--- config.mk ---
export PLATFORM = sky130hd
export DESIGN_NAME = gated_timer
export DESIGN_NICKNAME = d
export VERILOG_FILES = /design/src/rtl/tmr_pkg.sv /design/src/rtl/tmr_edge_sync.sv /design/src/rtl/tmr_prescaler.sv /design/src/rtl/tmr_regs.sv /design/src/rtl/gated_timer.sv
export SDC_FILE = /design/constraint.sdc
export NUM_CORES = 1
export LEC_CHECK = 0
export ABC_AREA = 1
export CAP_MARGIN = 10
export CORE_ASPECT_RATIO = 1.75
export CORE_MARGIN = 5
export CORE_UTILIZATION = 55
export CTS_CLUSTER_DIAMETER = 50
export CTS_CLUSTER_SIZE = 28
export DETAILED_ROUTE_END_ITERATION = 8
export PLACE_DENSITY = 0.84
export SYNTH_ARGS = -nofsm -noshare
export SYNTH_HDL_FRONTEND = slang
export SYNTH_SLANG_ARGS = --single-unit
export TNS_END_PERCENT = 10
--- constraint.sdc ---
create_clock -name clk -period 1.9 [get_ports clk]
set_input_delay 0.285 -clock clk [delete_from_list [all_inputs] [get_ports clk]]
set_output_delay 0.285 -clock clk [all_outputs]
set_load 0.03 [all_outputs]
--- src/rtl/tmr_pkg.sv ---
package tmr_pkg;

  localparam int PRESC_W = 8;

  typedef enum logic [1:0] {
    OP_WRITE  = 2'b00,
    OP_CLEAR  = 2'b01,
    OP_SET    = 2'b10,
    OP_INVERT = 2'b11
  } op_e;

  typedef enum logic [1:0] {
    RG_CTRL   = 2'b00,
    RG_COUNT  = 2'b01,
    RG_PERIOD = 2'b10,
    RG_NONE   = 2'b11
  } reg_e;

  // Packed LSB-last: run is bit 0, prescale is bits 5:4.
  typedef struct packed {
    logic [1:0] ps;
    logic       sync_ext;
    logic       gate_mode;
    logic       src_ext;
    logic       run;
  } ctrl_t;

  function automatic logic [PRESC_W-1:0] presc_limit(input logic [1:0] ps);
    case (ps)
      2'b00:   presc_limit = PRESC_W'(0);
      2'b01:   presc_limit = PRESC_W'(7);
      2'b10:   presc_limit = PRESC_W'(63);
      default: presc_limit = PRESC_W'(255);
    endcase
  endfunction

endpackage

--- src/rtl/tmr_edge_sync.sv ---
module tmr_edge_sync #(
  parameter int STAGES = 2
) (
  input  logic clk,
  input  logic rst_n,
  input  logic pin_in,
  output logic level,
  output logic rise,
  output logic fall
);

  logic prev_q;

  generate
    if (STAGES == 0) begin : g_raw
      assign level = pin_in;
    end else begin : g_sync
      logic [STAGES-1:0] chain_q;
      logic [STAGES-1:0] chain_d;
      always_comb begin
        chain_d = {chain_q[STAGES-2:0], pin_in};
      end
      always_ff @(posedge clk or negedge rst_n) begin
        if (!rst_n) chain_q <= '0;
        else        chain_q <= chain_d;
      end
      assign level = chain_q[STAGES-1];
    end
  endgenerate

  always_ff @(posedge clk or negedge rst_n) begin
    if (!rst_n) prev_q <= 1'b0;
    else        prev_q <= level;
  end

  assign rise = level & ~prev_q;
  assign fall = ~level & prev_q;

endmodule

--- src/rtl/tmr_prescaler.sv ---
module tmr_prescaler
  import tmr_pkg::*;
(
  input  logic       clk,
  input  logic       rst_n,
  input  logic       en,
  input  logic       clr,
  input  logic [1:0] ps,
  output logic       tick
);

  logic [PRESC_W-1:0] pcnt_q, pcnt_d, lim;

  always_comb begin
    lim    = presc_limit(ps);
    tick   = en & ~clr & (pcnt_q == lim);
    pcnt_d = pcnt_q;
    if (clr)       pcnt_d = '0;
    else if (tick) pcnt_d = '0;
    else if (en)   pcnt_d = pcnt_q + 1'b1;
  end

  always_ff @(posedge clk or negedge rst_n) begin
    if (!rst_n) pcnt_q <= '0;
    else        pcnt_q <= pcnt_d;
  end

  assert_pcnt_bound_R4: assert property (@(posedge clk) disable iff (!rst_n)
    pcnt_q <= lim);

endmodule

--- src/rtl/tmr_regs.sv ---
module tmr_regs
  import tmr_pkg::*;
#(
  parameter int DW = 16
) (
  input  logic          clk,
  input  logic          rst_n,
  input  logic          we,
  input  logic [3:0]    waddr,
  input  logic [DW-1:0] wdata,
  input  logic [1:0]    raddr,
  output logic [DW-1:0] rdata,
  input  logic          hw_cnt_en,
  input  logic [DW-1:0] hw_cnt_val,
  input  logic          hw_flag_set,
  output ctrl_t         ctrl,
  output logic [DW-1:0] count,
  output logic [DW-1:0] period,
  output logic          flag,
  output logic          cnt_sw_wr,
  output logic          presc_clr
);

  localparam int CWW = $bits(ctrl_t) + 1;

  function automatic logic [DW-1:0] apply_w(op_e op, logic [DW-1:0] cur, logic [DW-1:0] m);
    case (op)
      OP_WRITE:  apply_w = m;
      OP_CLEAR:  apply_w = cur & ~m;
      OP_SET:    apply_w = cur | m;
      default:   apply_w = cur ^ m;
    endcase
  endfunction

  function automatic logic [CWW-1:0] apply_c(op_e op, logic [CWW-1:0] cur, logic [CWW-1:0] m);
    case (op)
      OP_WRITE:  apply_c = m;
      OP_CLEAR:  apply_c = cur & ~m;
      OP_SET:    apply_c = cur | m;
      default:   apply_c = cur ^ m;
    endcase
  endfunction

  ctrl_t          ctrl_q, ctrl_d;
  logic           flag_q, flag_d;
  logic [DW-1:0]  count_q, count_d, period_q, period_d;
  logic [CWW-1:0] ctrl_word, ctrl_new;
  op_e            op;
  reg_e           rsel;
  logic           ctrl_wr, per_wr;

  always_comb begin
    op        = op_e'(waddr[1:0]);
    rsel      = reg_e'(waddr[3:2]);
    ctrl_wr   = we && (rsel == RG_CTRL);
    cnt_sw_wr = we && (rsel == RG_COUNT);
    per_wr    = we && (rsel == RG_PERIOD);
    ctrl_word = {flag_q, ctrl_q};
    ctrl_new  = apply_c(op, ctrl_word, wdata[CWW-1:0]);
    presc_clr = cnt_sw_wr | (ctrl_wr && ((op == OP_WRITE) || (wdata[5:4] != 2'b00)));

    ctrl_d   = ctrl_wr ? ctrl_t'(ctrl_new[CWW-2:0]) : ctrl_q;
    flag_d   = (ctrl_wr ? ctrl_new[CWW-1] : flag_q) | hw_flag_set;
    period_d = per_wr ? apply_w(op, period_q, wdata) : period_q;
    count_d  = count_q;
    if (cnt_sw_wr)      count_d = apply_w(op, count_q, wdata);
    else if (hw_cnt_en) count_d = hw_cnt_val;

    case (raddr)
      2'b00:   rdata = DW'(ctrl_word);
      2'b01:   rdata = count_q;
      2'b10:   rdata = period_q;
      default: rdata = '0;
    endcase
  end

  always_ff @(posedge clk or negedge rst_n) begin
    if (!rst_n) begin
      ctrl_q   <= '0;
      flag_q   <= 1'b0;
      count_q  <= '0;
      period_q <= '1;
    end else begin
      ctrl_q   <= ctrl_d;
      flag_q   <= flag_d;
      count_q  <= count_d;
      period_q <= period_d;
    end
  end

  assign ctrl   = ctrl_q;
  assign count  = count_q;
  assign period = period_q;
  assign flag   = flag_q;

  assert_flag_sticky_R7: assert property (@(posedge clk) disable iff (!rst_n)
    (flag_q && !ctrl_wr) |=> flag_q);

  assert_sw_count_wins_R13: assert property (@(posedge clk) disable iff (!rst_n)
    (cnt_sw_wr && op == OP_WRITE) |=> (count_q == $past(wdata)));

endmodule

--- src/rtl/gated_timer.sv ---
module gated_timer
  import tmr_pkg::*;
#(
  parameter int CNT_W       = 16,
  parameter int SYNC_STAGES = 2
) (
  input  logic             clk,
  input  logic             rst_n,
  input  logic             bus_we,
  input  logic [3:0]       bus_waddr,
  input  logic [CNT_W-1:0] bus_wdata,
  input  logic [1:0]       bus_raddr,
  output logic [CNT_W-1:0] bus_rdata,
  input  logic             ext_pin,
  output logic             event_flag
);

  ctrl_t            ctrl;
  logic [CNT_W-1:0] count, period, next_val;
  logic             flag, cnt_sw_wr, presc_clr;
  logic             s_level, s_rise, s_fall;
  logic             r_level, r_rise, r_fall;
  logic             gated, src_pulse, tick, match, flag_set;

  tmr_edge_sync #(.STAGES(SYNC_STAGES)) i_sync_edge (
    .clk(clk), .rst_n(rst_n), .pin_in(ext_pin),
    .level(s_level), .rise(s_rise), .fall(s_fall)
  );

  tmr_edge_sync #(.STAGES(0)) i_raw_edge (
    .clk(clk), .rst_n(rst_n), .pin_in(ext_pin),
    .level(r_level), .rise(r_rise), .fall(r_fall)
  );

  always_comb begin
    gated = ~ctrl.src_ext & ctrl.gate_mode;
    if (ctrl.src_ext)        src_pulse = ctrl.sync_ext ? s_rise : r_rise;
    else if (ctrl.gate_mode) src_pulse = s_level;
    else                     src_pulse = 1'b1;
  end

  tmr_prescaler i_presc (
    .clk(clk), .rst_n(rst_n),
    .en(ctrl.run & src_pulse), .clr(presc_clr),
    .ps(ctrl.ps), .tick(tick)
  );

  always_comb begin
    match    = (count == period);
    next_val = (!gated && match) ? '0 : count + 1'b1;
    flag_set = ctrl.run & ((tick & ~gated & match) | (gated & s_fall));
  end

  tmr_regs #(.DW(CNT_W)) i_regs (
    .clk(clk), .rst_n(rst_n),
    .we(bus_we), .waddr(bus_waddr), .wdata(bus_wdata),
    .raddr(bus_raddr), .rdata(bus_rdata),
    .hw_cnt_en(tick), .hw_cnt_val(next_val), .hw_flag_set(flag_set),
    .ctrl(ctrl), .count(count), .period(period), .flag(flag),
    .cnt_sw_wr(cnt_sw_wr), .presc_clr(presc_clr)
  );

  assign event_flag = flag;

  assert_hold_stopped_R2: assert property (@(posedge clk) disable iff (!rst_n)
    (!ctrl.run && !cnt_sw_wr) |=> $stable(count));

  assert_match_wrap_R5: assert property (@(posedge clk) disable iff (!rst_n)
    (tick && !gated && count == period && !cnt_sw_wr) |=> (count == '0 && event_flag));

  assert_zero_period_R6: assert property (@(posedge clk) disable iff (!rst_n)
    (period == '0 && count == '0 && !gated && !cnt_sw_wr) |=> (count == '0));

  assert_gated_step_R9: assert property (@(posedge clk) disable iff (!rst_n)
    (tick && gated && !cnt_sw_wr) |=> (count == $past(count) + 1'b1));

endmodule

### Word-level counts from Yosys, hierarchy flattened

Index checks and enable logic that the tools add are counted.

| operators by class | value |
|---|---|
| add/subtract/negate cells | 2 |
| muxes and demuxes | 15 |
| reduce and logical (&&, ||, !) cells | 14 |
| equal/unequal tests | 10 |
| bitwise logic cells | 31 |

Operators by type and width:

| kind | number |
|---|---|
| one-hot mux 16 bit (3 select lines) | 3 |
| two-way mux 16 bit | 3 |
| bitwise AND 16 bit | 2 |
| OR 16 bit | 2 |
| XOR 16 bit | 2 |
| two-way mux 8 bit | 3 |
| one-hot mux 8 bit (3 select lines) | 1 |
| one-hot mux 7 bit (3 select lines) | 1 |
| adder 16 x 1 -> 16 bit, second input constant | 1 |
| == test 16 bit | 1 |
| inverter 16 bit | 1 |
| bitwise AND 1 bit | 11 |
| adder 8 x 1 -> 8 bit, second input constant | 1 |
| == test 2 x 1 -> 1 bit, second input constant | 4 |
| == test 2 bit, second input constant | 4 |
| == test 8 bit | 1 |
| zero test 2 bit | 4 |
| bitwise AND 7 bit | 1 |
| inverter 7 bit | 1 |
| OR 7 bit | 1 |
| XOR 7 bit | 1 |
| inverter 1 bit | 6 |
| logical AND 1 bit | 5 |
| two-way mux 1 bit | 4 |
| 5 further kinds | 8 |

| storage, ports and cells | value |
|---|---|
| bits of input ports | 26 |
| output and inout bits | 17 |
| logic and storage cells | 84 |
| flip-flop bits (word level) | 51 |

### Logic depth before layout (Yosys ltp)

Gate-level depths: netlist (run 1).

| logic depth | value |
|---|---|
| depth in word-level cells | 12 |
| depth in mapped cells | 12 |
| gate-level depth less buffers | 10 |

### Hierarchy

Synthesis (run 1) repeated with hierarchy kept, for this count alone.

| unflattened totals | value |
|---|---|
| cell total of the unflattened synthesis | 878 |
| area total of the unflattened synthesis | 5587.9 sq um |

Modules (own cells, without submodules):

| module | cells each | seq. area each (sq um) | area an instance (sq um) | times used |
|---|---|---|---|---|
| tmr_regs | 592 | 996.0 | 4050.1 | 1 |
| gated_timer | 187 | 0.0 | 815.8 | 1 |
| tmr_prescaler | 86 | 200.2 | 584.3 | 1 |
| tmr_edge_sync (i_sync_edge) | 7 | 75.1 | 90.1 | 1 |
| tmr_edge_sync (i_raw_edge) | 6 | 25.0 | 47.5 | 1 |

### Least setup slack after synthesis (run 1)

OpenSTA, ideal clock, no wires.

| timing | value |
|---|---|
| path type | input to output |
| from | input port bus_raddr[0] |
| to | output port bus_rdata[3] |
| slack | 0.140 ns |
| arrival time | 1.475 ns |
| buffers on the path | 2 |
| required time | 1.615 ns |
| stages | 5 |
| path through | inv_1 -> or2_2 -> clkbuf_1 -> clkbuf_1 -> o221ai_1 |

| between the ends | value |
|---|---|
| longest elaborated chain between the ends | 2 |
| elaborated cells on any way between the ends | 4 |
| classes of those cells | 2 x eq/ne; 1 x mux; 1 x reduce/logical |

Ends and longest elaborated chain:

| what | line | source |
|---|---|---|
| start: declaration | gated_timer.sv:12 | `input logic [1:0] bus_raddr,` |
| == test 2 bit (tied with other cells) | tmr_regs.sv:69 | `case (raddr)` |
| one-hot mux 16 bit (3 select lines) * | tmr_regs.sv:69 |  |
| end: declaration | gated_timer.sv:13 | `output logic [CNT_W-1:0] bus_rdata,` |

Every way passes the cells marked *; elsewhere a longest branch is shown, timed or not.

### Worst setup path in the final report (run 1)

| timing | value |
|---|---|
| from | input port bus_raddr[1] |
| to | output port bus_rdata[10] |

The elaborated chain is that of the path after synthesis.

==> results by group, run 1 <==
CTS
  • Clock latency at the later pin of the worst-skew pair: 300 ps
  • TritonCTS clock tree: done
  • CTS buffer count: 5
  • Number of H-tree levels: 2
  • Clock Sinks: 50
  • Bufs on Longest Clock Path: 2
  • Setup Fix Bufs, Post-CTS: 0
  • Clock transition at path regs: 60 ps
  • CTS Root Buffer Type: clkbuf_16

Final layout
  • Post-route cell area: 0.006474 mm²
  • Area delta synth->final: 21.37%
  • Nets: 915
  • Commonest non-fill, non-tap cell in the layout: nand2_1
  • Commonest non-fill, non-tap cells in the layout: 140 x nand2_1, 80 x ha_1, 79 x inv_1
  • Layout cells sized above 1: 20.12%
  • Filler Cells Inserted: 756
  • Diode count: 0

Placement
  • Port bufs: 42
  • Dpl cell area: 0.006281 mm²
  • Post-DP HPWL: 12.71 mm
  • Final Wtd Congestion: 0.9240
  • Place WS: -154.7 ps

Yosys
  • Syn_area_per_cell: 7.297 µm²
  • Post-synth top flop: dfrtp_1
  • Post-synth ARST share: 100.0%
  • Synth warn: 0
  • Seq/Total Area, Yosys: 23.83%
  • Post-synth cell types: 44
  • Number of synthesized flops with an enable pin: 0
  • Syn Inst Count: 731
  • Largest area contributor in the netlist: ha_1
  • Top cell type's share of synthesized area: 18.77%
  • Net Count, Synth: 837
  • Number of synthesized register bits: 50
  • Synth Cell Area: 0.005334 mm²
  • Synth area leaders: ha_1 19%, dfrtp_1 16%, nand2_1 9.9%

Worst hold path
  • Hold path cells: 0
  • Hold_sp: i_sync_edge.g_sync.chain_q[0]
  • WHS Endpoint: i_sync_edge.g_sync.chain_q[1]
  • Hold Crit Class: reg -> reg

Timing
  • Worst Hold Slack: 394.5 ps
  • Max Fclk: 536.5 MHz
  • Max_slew headroom: 71.31%
  • Final Cycle Share: 98.10%
  • Final hold violations: 0
  • Skew final: 12.11 ps
  • Setup WS post-layout: 36.05 ps
  • Time the worst path needs with I/O delays and setup: 1864 ps
  • Final Setup Violations: 0
  • TNS Setup: 0 ps
  • RSZ-0062 raised after global routing: yes
  • Slew Limit Fails: 0
  • Worst-Margin Slew: 427.1 ps

Power and ir drop
  • VDD IR-drop max: 0.7222 mV
  • P_leak: 3.179 nW
  • PD cells: 970.9 mW/mm²

Route
  • Vias per cell: 6.068
  • DRC: 0
  • Total wire length: 16.68 mm
  • Drt first pass iters: 5
  • Initial DRC count: 342
  • Post-route ant nets: 0
  • DR vias: 5655
  • Wirelength per Cell: 17.89 µm

Run
  • Max cap viols: 0

Critical path
  • Crit Path Class: in -> out
  • FF-to-FF Start: i_regs.count[0]
  • Critical Path End Type: primary output
  • Worst path required time: 1620 ps
  • Worst reg2reg setup slack: 70 ps
  • Reg2reg path depth: 7
  • FF-to-FF End: i_regs.count[6]
  • CP max stage cell: clkdlybuf4s50_1
  • Largest stage delay on the critical path: 450 ps
  • Crit path launch type: primary input
  • Largest fanout on the critical path: 10
  • Crit path cell chain: clkdlybuf4s50_1 -> or2_4 -> buf_12 -> o22ai_1 -> buf_4
  • Critical Path AT: 1580 ps

GRT
  • Vias in the first global route: 5940
  • First-pass GRT wire length: 27.26 mm
  • Initial antenna violation count: 0
  • Largest net degree at the start of global routing: 51
  • GRT overflow: 0
  • GRT Util Overall: 28.29%

Die
  • Row count: 47
  • Initial Utilization: 56.34%
  • Io pins: 43
  • Core area: 0.009468 mm²
  • Die Y: 140.3 µm
  • Die X: 84.44 µm
  • DIE AREA: 0.01184 mm²

Run status
  • Outcome: finished, final reports clean
[sequential cells by signal (all words and copies together) (netlist names)]
register,count
i_regs.count,16
i_sync_edge.prev_q,1
i_regs.flag,1
i_presc.pcnt_q,8
i_sync_edge.g_sync.chain_q,2
i_regs.ctrl,6
i_regs.period,16
[Yosys cell counts, drive strengths merged (10+ instances only)]
library cell / count
a21oi: 31
buf: 22
clkbuf: 11
dfrtp: 34
dfstp: 16
ha: 80
inv: 89
nand2: 144
nand3: 66
nor2: 80
o2111ai: 10
o211ai: 12
o21ai: 65
o221ai: 14
o22ai: 14
[logic make-up after synthesis]
logic type / Yosys count / synth area share (%)
buf+inv: 123 / 9.782
flops: 50 / 23.83
compound gates: 163 / 19.28
fa+ha+maj: 80 / 18.77
simple gates: 305 / 26.69
xor+xnor: 10 / 1.642
[how the worst max path moves through the flow]
stage	start	end	slack (ps)	depth (start not counted)
2_1_floorplan	bus_raddr[0]	bus_rdata[3]	140	5
5_1_grt	i_regs.count[1]	i_regs.count[10]	-50	10
6_report	bus_raddr[1]	bus_rdata[10]	40	5
3_3_place_gp	bus_raddr[0]	bus_rdata[0]	-120	6
4_1_cts	bus_raddr[1]	bus_rdata[0]	60	6
3_5_place_dp	bus_waddr[1]	i_regs.count[6]	-150	10
[final cells by class]
class / instances / area [µm²] / area share (%)
clock buffer: 6 / 138.9 / 2.145
inverter: 90 / 340.3 / 5.257
timing repair buffer: 104 / 982.2 / 15.17
sequential: 50 / 1271 / 19.64
multi-input combinational: 558 / 3576 / 55.24
tap: 122 / 152.6 / 2.358
clock inverter: 2 / 12.51 / 0.1933
[through the flow]
step                      util, %  instances  total power, mW
final                       68.38        932            6.285
after global placement      66.34        923            5.060
after floorplan                 -        731            4.018
after CTS                   68.22        932            6.242
after global routing        68.38        932            6.793
after detailed placement    66.34        923            5.231
[report_power, final]
part           internal (mW)  switching (mW)
Clock                  0.524           0.448
Combinational           1.35            2.12
Sequential              1.40           0.454
Total                   3.27            3.02
[worst max-delay path, delay by kind of cell]
kind	cells	cell delay, ps
AOI/OAI and AO/OA	1	130
and+or+nand+nor	1	360
buffers and inverters	3	800
[what timing repair did]
action | in CTS | in global routing
hold endpoints to repair | 34 | 0
setup endpoints to repair | 16 | 8
resized for setup | 5 | 3
pin swaps | 0 | 0
hold buffers | 1 | 0
[metal layers]
layer / global-route usage, % / routed length, µm / part of all wire [%]
met4: 22.77 / 1282 / 7.7
met3: 3.584 / 860 / 5.2
met1: 28.24 / 5769 / 35
met5: 0 / 0 / 0
met2: 51.33 / 8765 / 53
(Power assumes the default switching activity.)
==> run 2, diff against run 1 <==
--- a/config.mk
+++ b/config.mk
@@ -9,5 +9,5 @@
 export CAP_MARGIN = 10
 export CORE_ASPECT_RATIO = 1.75
-export CORE_MARGIN = 5
+export CORE_MARGIN = 2
 export CORE_UTILIZATION = 55
 export CTS_CLUSTER_DIAMETER = 50
==> constraint.sdc (replaced) <==
create_clock -name clk -period 1.9 [get_ports clk]
set_input_delay 0.38 -clock clk [delete_from_list [all_inputs] [get_ports clk]]
set_output_delay 0.38 -clock clk [all_outputs]
set_load 0.03 [all_outputs]
==> run 2 against run 1 <==
  * Utilization is 1.1 points higher
  * Via count hardly changed
  * Combinational power is 4% higher
  * Clock power is 5.5% lower
  * Routed wire length is 2.0% lower
  * Final area is 1.5% higher
  * Clock-buffer cell count stayed put
  * Worst hold slack worse by 320 ps
  * Sequential power is 3% lower
  * First-iteration DRC count is 26% higher
  * Fmax is 0.99% higher
  * Critical endpoint is now bus_rdata[3]
==> results by group, run 2 (same netlist as run 1, synthesis figures left out) <==
Run status
  • Outcome: finished, final reports clean

Power and ir drop
  • Combinational power share: 57.1%
  • Switching Share: 47.52%
  • Flop pwr share: 28.4%
  • PD cells: 963.1 mW/mm²
  • Switching power: 3.009 mW
  • Internal: 3.323 mW
  • VDD IR-drop max: 0.6844 mV
  • P_leak: 3.218 nW
  • Clk pwr share: 14.5%

Worst hold path
  • Hold Crit Class: in -> async

Critical path
  • Largest stage delay on the critical path: 390 ps
  • Largest fanout on the critical path: 7
  • Critical Path AT: 1470 ps
  • Crit path cell chain: dlygate4sd2_1 -> nor2_2 -> nand2_1 -> o221ai_4 -> buf_6
  • Buffers and inverters on the worst path: 2
  • CP max stage cell: nor2_2
  • Crit Path Class: in -> out
  • Top delay family on crit path: simple AND/OR/NAND/NOR gates
  • Critical Path End Type: primary output
  • Worst path required time: 1520 ps
  • Crit path launch type: primary input

Timing
  • Max Fclk: 541.8 MHz
  • Time the worst path needs with I/O delays and setup: 1846 ps
  • Final Setup Violations: 0
  • Worst-Margin Slew: 575.2 ps
  • Final Cycle Share: 97.14%
  • Skew final: 9.313 ps
  • Slew Limit Fails: 0
  • RSZ-0062 raised after global routing: yes
  • Final hold violations: 0
  • Max_slew headroom: 61.40%
  • TNS Setup: 0 ps

Placement
  • Post-DP HPWL: 12.21 mm
  • Final Wtd Congestion: 1.010
  • Port bufs: 42

CTS
  • Bufs on Longest Clock Path: 2
  • Number of H-tree levels: 2
  • Hold Buf Count CTS: 0
  • Clock transition at path regs: 70 ps
  • CTS buffer count: 5
  • Clock latency at the later pin of the worst-skew pair: 300 ps
  • CTS Root Buffer Type: clkbuf_16
  • TritonCTS clock tree: done
  • Clock Sinks: 50

Final layout
  • Commonest non-fill, non-tap cells in the layout: 140 x nand2_1, 80 x ha_1, 79 x inv_1
  • Layout cells sized above 1: 21.42%
  • Filler Cells Inserted: 735
  • Area delta synth->final: 23.25%
  • Commonest non-fill, non-tap cell in the layout: nand2_1
  • Diode count: 0
  • Fin util: 69.43%
  • Nets: 922

Route
  • Initial DRC count: 430
  • Drt first pass iters: 7
  • DR vias: 5657
  • Wirelength per Cell: 17.40 µm
  • Vias per cell: 6.024
  • Total wire length: 16.34 mm
  • DRC: 0
  • Post-route ant nets: 0

GRT
  • GRT Util Overall: 32.07%
  • GRT overflow: 0
  • Vias in the first global route: 5733
  • First-pass GRT wire length: 26.80 mm
  • Largest net degree at the start of global routing: 51
  • Initial antenna violation count: 0

Run
  • Max cap viols: 0

Die
  • Io pins: 43
  • Die X: 78.44 µm
  • Die Y: 134.3 µm
  • Row count: 47
  • Core area: 0.009468 mm²
  • DIE AREA: 0.01053 mm²
  • Initial Utilization: 56.34%
run 2: cell count changes in the layout (fill, tap and decap cells not counted), moves of 2 or more:
| cell | previous run | this run |
|---|---|---|
| buf_4 | 66 | 70 |
| buf_6 | 0 | 4 |
| o21ai_1 | 3 | 5 |
| o221ai_1 | 13 | 9 |
| o221ai_2 | 1 | 3 |
| o221ai_4 | 0 | 2 |
run 2: worst reg2reg max path: stages (launching register included):
cell	delay (ps)
dfstp_2	560
inv_1	90
nand2_1	70
nand2_1	50
nor2_1	190
nand2_1	100
nor2_2	130
nand3_4	120
buf_12	170
nand3_1	90
a21oi_1	70
run 2: cell type report:
class                   count  area [µm²]  area share (%)
well taps                 122       152.6           2.322
flip-flops and latches     50        1271           19.34
clock inverters             2       10.01          0.1523
repair buffers            111        1044           15.87
clock buffers               6       128.9           1.960
multi-input cells         558        3627           55.18
inverters                  90       340.3           5.177
run 2: repair_timing:
item | in CTS | in global routing
pin swaps | 1 | 0
gates resized for setup | 17 | 5
cloned | 0 | 0
endpoints found under the setup margin | 16 | 7
buffers inserted | 2 | 0
run 2: metal layers:
metal	vias to the layer above	share of wire [%]	GRT usage, %
met2	253	53	59.39
met5	-	0	0
met1	2648	34	31.40
met3	111	4.7	4.105
li1	2645	-	-
met4	0	8.1	24.76
run 2: worst paths after layout:
check | slack (ps) | startpoint | endpoint | depth (start not counted)
max | 50 | bus_raddr[0] | bus_rdata[3] | 5
min | 70 | rst_n | i_regs.count[3] | 2
max reg2reg | 150 | i_regs.period[7] | i_regs.count[6] | 10
min reg2reg | 380 | i_sync_edge.g_sync.chain_q[0] | i_sync_edge.g_sync.chain_q[1] | 0
max in group asynchronous | 1520 | rst_n | i_regs.period[0] | 2
min in group clk | 380 | i_sync_edge.g_sync.chain_q[0] | i_sync_edge.g_sync.chain_q[1] | 0
run 2: per-stage QoR:
step	setup WS [ps]	total power, mW	instances	hold slack [ps]	cell area [µm²]
2_1_floorplan	-11.99	4.023	731	84.41	5340
3_3_place_gp	-281.7	5.095	929	363.6	6332
3_5_place_dp	-318.8	5.270	929	372.1	6332
4_1_cts	67.96	6.280	939	74.27	6558
5_1_grt	-11.26	6.827	939	97.08	6574
6_report	54.26	6.331	939	74.86	6574
run 2: power by group through the flow:
stage | combinational [mW] | sequential (mW) | clock [mW]
final | 3.61 | 1.80 | 0.919
after global routing | 4.01 | 1.84 | 0.974
after CTS | 3.55 | 1.79 | 0.935
after detailed placement | 3.46 | 1.81 | 0
after global placement | 3.31 | 1.79 | 0
after floorplan | 2.29 | 1.74 | 0
